===== src/rtl/ddr_init_seq.sv =====
module ddr_init_seq #(
  parameter int WAIT_CYC = 10000,
  parameter int T_NOP    = 1,
  parameter int T_RP     = 3,
  parameter int T_MRD    = 2,
  parameter int T_RFC    = 6,
  parameter int T_DLL    = 200,
  parameter int N_REF    = 2,
  parameter int ADDR_W   = 12,
  parameter logic [6:0] MODE_VAL = 7'h32
) (
  input  logic              clk,
  input  logic              rst_n,
  input  logic              dll_reinit,
  output logic              cke,
  output logic              cs_n,
  output logic              ras_n,
  output logic              cas_n,
  output logic              we_n,
  output logic [1:0]        ba,
  output logic [ADDR_W-1:0] addr,
  output logic              init_done
);
  localparam int CW = $clog2(WAIT_CYC + T_DLL + T_RFC + 2);
  localparam int NW = $clog2(N_REF + 1);
  localparam logic [3:0] C_NOP = 4'b0111;
  localparam logic [3:0] C_PRE = 4'b0010;
  localparam logic [3:0] C_REF = 4'b0001;
  localparam logic [3:0] C_LMR = 4'b0000;
  localparam logic [ADDR_W-1:0] A_PRE  = ADDR_W'(1) << 10;
  localparam logic [ADDR_W-1:0] A_MFIN = ADDR_W'(MODE_VAL);
  localparam logic [ADDR_W-1:0] A_MRST = A_MFIN | (ADDR_W'(1) << 8);

  typedef enum logic [3:0] {
    S_PWR, S_PRE1, S_EMRS, S_MRST, S_PRE2, S_REF, S_MFIN, S_DONE
  } st_t;

  st_t           st;
  logic [CW-1:0] cnt;
  logic [NW-1:0] nref;
  logic [3:0]    cmd;
  logic          reinit;

  assign {cs_n, ras_n, cas_n, we_n} = cmd;

  always_ff @(posedge clk or negedge rst_n) begin
    if (!rst_n) begin
      st        <= S_PWR;
      cnt       <= CW'(WAIT_CYC - 1);
      nref      <= '0;
      cke       <= 1'b0;
      cmd       <= C_NOP;
      ba        <= '0;
      addr      <= '0;
      init_done <= 1'b0;
      reinit    <= 1'b0;
    end else begin
      cmd  <= C_NOP;
      ba   <= '0;
      addr <= '0;
      if (cnt != '0) begin
        cnt <= cnt - 1'b1;
      end else begin
        case (st)
          S_PWR: begin
            cke <= 1'b1;
            cnt <= CW'(T_NOP - 1);
            st  <= S_PRE1;
          end
          S_PRE1, S_PRE2: begin
            cmd  <= C_PRE;
            addr <= A_PRE;
            cnt  <= CW'(T_RP - 1);
            st   <= (st == S_PRE1) ? S_EMRS : S_REF;
          end
          S_EMRS: begin
            cmd <= C_LMR;
            ba  <= 2'b01;
            cnt <= CW'(T_MRD - 1);
            st  <= S_MRST;
          end
          S_MRST: begin
            cmd  <= C_LMR;
            addr <= A_MRST;
            cnt  <= CW'(T_DLL - 1);
            st   <= reinit ? S_MFIN : S_PRE2;
          end
          S_REF: begin
            cmd <= C_REF;
            cnt <= CW'(T_RFC - 1);
            if (nref == NW'(N_REF - 1)) begin
              nref <= '0;
              st   <= S_MFIN;
            end else begin
              nref <= nref + 1'b1;
            end
          end
          S_MFIN: begin
            cmd  <= C_LMR;
            addr <= A_MFIN;
            cnt  <= CW'(T_MRD - 1);
            st   <= S_DONE;
          end
          S_DONE: begin
            if (!init_done) begin
              init_done <= 1'b1;
              reinit    <= 1'b0;
            end else if (dll_reinit) begin
              init_done <= 1'b0;
              reinit    <= 1'b1;
              st        <= S_MRST;
            end
          end
          default: st <= S_PWR;
        endcase
      end
    end
  end
endmodule


===== config.mk =====
export PLATFORM = sky130hd
export DESIGN_NAME = ddr_init_seq
export DESIGN_NICKNAME = d
export VERILOG_FILES = /design/src/rtl/ddr_init_seq.sv
export SDC_FILE = /design/constraint.sdc
export NUM_CORES = 1
export LEC_CHECK = 0
export ABC_AREA = 1
export BUFFER_PORTS_ARGS = -buffer_cell sky130_fd_sc_hd__buf_2
export CAP_MARGIN = 20
export CORE_MARGIN = 2
export CORE_UTILIZATION = 30
export CTS_BUF_LIST = sky130_fd_sc_hd__clkbuf_8
export DETAILED_ROUTE_END_ITERATION = 16
export GPL_TIMING_DRIVEN = 0
export PLACE_DENSITY = 0.51
export SLEW_MARGIN = 10
export SYNTH_ARGS = -nofsm -noshare
export SYNTH_HDL_FRONTEND = slang
export SYNTH_SLANG_ARGS = --single-unit

===== constraint.sdc =====
create_clock -name clk -period 1.8 [get_ports clk]
set_input_delay 0 -clock clk [delete_from_list [all_inputs] [get_ports clk]]
set_output_delay 0 -clock clk [all_outputs]
set_load 0.02 [all_outputs]

==> out/results.ini <==
[synth]
post_synth_main_area_contributors=dfrtp_1 25%, dfstp_2 16%, nand2_1 11%
synth_seq_area_share_pct=41.5
synth_top_cells_by_count=52 x nand2_1, 34 x nor2_1, 24 x inv_1
synthMostInstantiatedCell=nand2_1
syn_inst=228
synth.lib_cells_used.distinct=29
post_synth_instance_area_sq_mm=0.00178
yosys_warnings=0
synth_top_flop_cell=dfrtp_1
netlist.top_cell.by_area=dfrtp_1
ys_seq_elements=29
yosysTopAreaCellShare_pct=25.3
asyncSetResetFlopFracSynth_pct=100
syn-mean-instance-area_sq_um=7.81
synth_enable_flop_cells=0

[power]
power_switching_share_pct=22.7
cellLeakagePower_nw=1.00
power.net_switching_mw=0.273
comb_power_share_pct=4.1
power.density_cell_area_mw_per_mm2=584
seqPwrFrac_pct=54.3
clockPowerShare_pct=41.7
power_report.internal_total_mw=0.931
peakVddDrop_mv=0.198

[floorplan]
io_pins=23
core_sq_mm=0.00582
dieHeight_um=81.0
die_area_sq_mm=0.00657
rows=28
fp.dieW_um=81.0
starting_density_of_the_core_pct=30.6

[sta]
slew_violations=0
report.final.setup_viol=0
setup-tns-final_ns=0
rsz0062_at_grt=false
final_min_period_over_clock_period_pct=82.5
worst_slew_margin_rel_pct=57.6
hold_viol=0
final.hold.worst_slack_ns=0.0443
fmax_mhz=673
period_minus_slack_ns=1.49
tightestPinTransition_ns=0.636
final_setup_skew_ns=0.00726

[worst_setup_path]
worst_path_fanout_max=10
setup.worst_path.class=register to register
setup.worst_path.start_class=register
cp_data_required_time_ns=2.01
worst_path_largest_cell_delay_ns=0.55
worstSetupEndpointType=register
crit_arrival_ns=1.69
cp_top_family=flip-flops
cpMaxStageDelayCell=dfstp_2
library_cell_appearing_most_often_on_the_critical_path=inv_1
critical_path_buf_inv_count=3
cp_cell_sequence=inv_1, ha_1, inv_1, nor2_1, nand2_1, nor2_2, buf_4, o21ai_2, nand3_1

[worst_hold_path]
worstHoldPathType=input port to register

[global_routing]
global_route_wire_length_before_repair_um=5730
grt_overflow_total=0
via_count_of_the_first_global_routing_pass=1248
grt_max_degree=30
globalRouteTotalUtil_pct=11.7
grt_antenna_before_repair=0

[final_layout]
syn2layout_area_growth_pct=15.8
fin_nets=262
drive_above_1_share_pct=29.1
diodes=0
post_layout_nonfiller_instances=333
final.fill_count=644

[cts]
clockBufferDepth=2
cts-buffers-inserted=5
clock-sinks=29
clock_latency_late_sink_ns=0.28
worst_setup_hold_path_clk_slew_ns=0.06
tritoncts_clock_tree=done
clockRootBuffer=clkbuf_8
htreeDepth=2

[run]
max-cap-violations=0

[drt]
post-route-drc-count=0
routedWlPerCell_um=10.2
initialDrtViolationCount=109
vias=1387
detailedRoute.firstPassIterationCount=5
number_of_vias_per_cell_after_detailed_routing=4.17
totalWireLength_um=3390
routed_antenna_nets=0

[placement]
place.gp.congestion=0.867
dp_hpwl_um=2600
port_buffers=13
post-place-cells=324

[run_status]
outcome=complete, no violations

## layout make-up
class	count	area, sq um	share of cell area [%]
Inverter	27	101	4.92
Buffer	14	100	4.85
Clock buffer	5	68.8	3.34
Multi-Input combinational cell	166	870	42.2
Tap cell	75	93.8	4.55
Sequential cell	29	739	35.9
Timing Repair Buffer	14	75.1	3.64
Clock inverter	3	13.8	0.667
## worst min-delay path, stage by stage
cell     delay [ns]
buf_2          0.10
nand2_1        0.05
inv_1          0.07
o21ai_1        0.07
## placed cells by master, fill, tap and decap left out, drive strengths merged, types with 2 or more instances in the layout
cell	synthesis	routed
buf	14	27
clkbuf	0	5
clkinv	0	2
conb	1	9
dfrtp	18	18
dfstp	11	11
ha	2	2
inv	27	28
nand2	56	56
nand3	21	21
nand4	5	5
nor2	52	52
nor3	2	2
o21ai	11	11
xor2	3	3
## power by group through the flow
| stage | sequential [mW] | clock (mW) | combinational, mW |
|---|---|---|---|
| CTS | 0.653 | 0.525 | 0.0498 |
| detailed placement | 0.664 | 0 | 0.0482 |
| global route | 0.653 | 0.557 | 0.0552 |
| finish | 0.653 | 0.501 | 0.0491 |
| global placement | 0.664 | 0 | 0.0483 |
| floorplan | 0.664 | 0 | 0.0324 |
## through the flow
stage	cell area [sq um]	total power, mW	setup slack (ns)	utilization, %
after global placement	1970	0.712	0.295	33.9
after detailed placement	1970	0.712	0.310	33.9
after CTS	2060	1.23	0.296	35.5
after global routing	2060	1.26	0.199	35.5
after floorplan	1810	0.697	0.446	-
final	2060	1.20	0.315	35.5
## routing by layer
metal / wire (um) / track usage [%] / vias to the layer above
li1: - / - / 746
met4: 74 / 5.59 / 0
met3: 159 / 3.56 / 6
met5: 0 / 0 / -
met2: 1490 / 17.6 / 25
met1: 1660 / 15.2 / 610
## path summary, 6_finish.rpt
check | from | endpoint | slack (ns) | cells after the start
max | cnt[0]$_DFFE_PN1P_ | cnt[1]$_DFFE_PN1P_ | 0.31 | 9
min | dll_reinit | init_done$_DFFE_PN0P_ | 0.04 | 4
max reg2reg | cnt[0]$_DFFE_PN1P_ | cnt[1]$_DFFE_PN1P_ | 0.31 | 9
min reg2reg | cke$_DFFE_PN0P_ | cke$_DFFE_PN0P_ | 0.48 | 1
max in group asynchronous | rst_n | cnt[12]$_DFFE_PN0P_ | 1.10 | 2
min in group asynchronous | rst_n | nref[0]$_DFFE_PN0P_ | 0.27 | 2
## flip-flops by register name (all words and copies together) (netlist names)
signal,flops
addr,3
ba,1
cke,1
cmd,3
cnt,14
init_done,1
nref,2
reinit,1
st,3
## kinds of logic (layout without fill, tap and decap cells)
logic type / after synthesis / in the layout / synth area share [%]
buffers and inverters: 41 / 63 / 11.3
XOR/XNOR: 4 / 4 / 1.97
AO/OA/AOI/OAI: 14 / 14 / 4.43
flip-flops: 29 / 29 / 41.5
AND/OR/NAND/NOR: 137 / 137 / 39.1
other: 1 / 9 / 0.211
adder cells (fa/ha/maj): 2 / 2 / 1.41
## timing repair
item                                   in CTS  in global routing
resized for setup                           0                  0
setup buffers                               0                  0
hold buffers                                1                  0
endpoints found under the hold margin      18                  0
No activity file was read; power rests on OpenSTA's default activity.
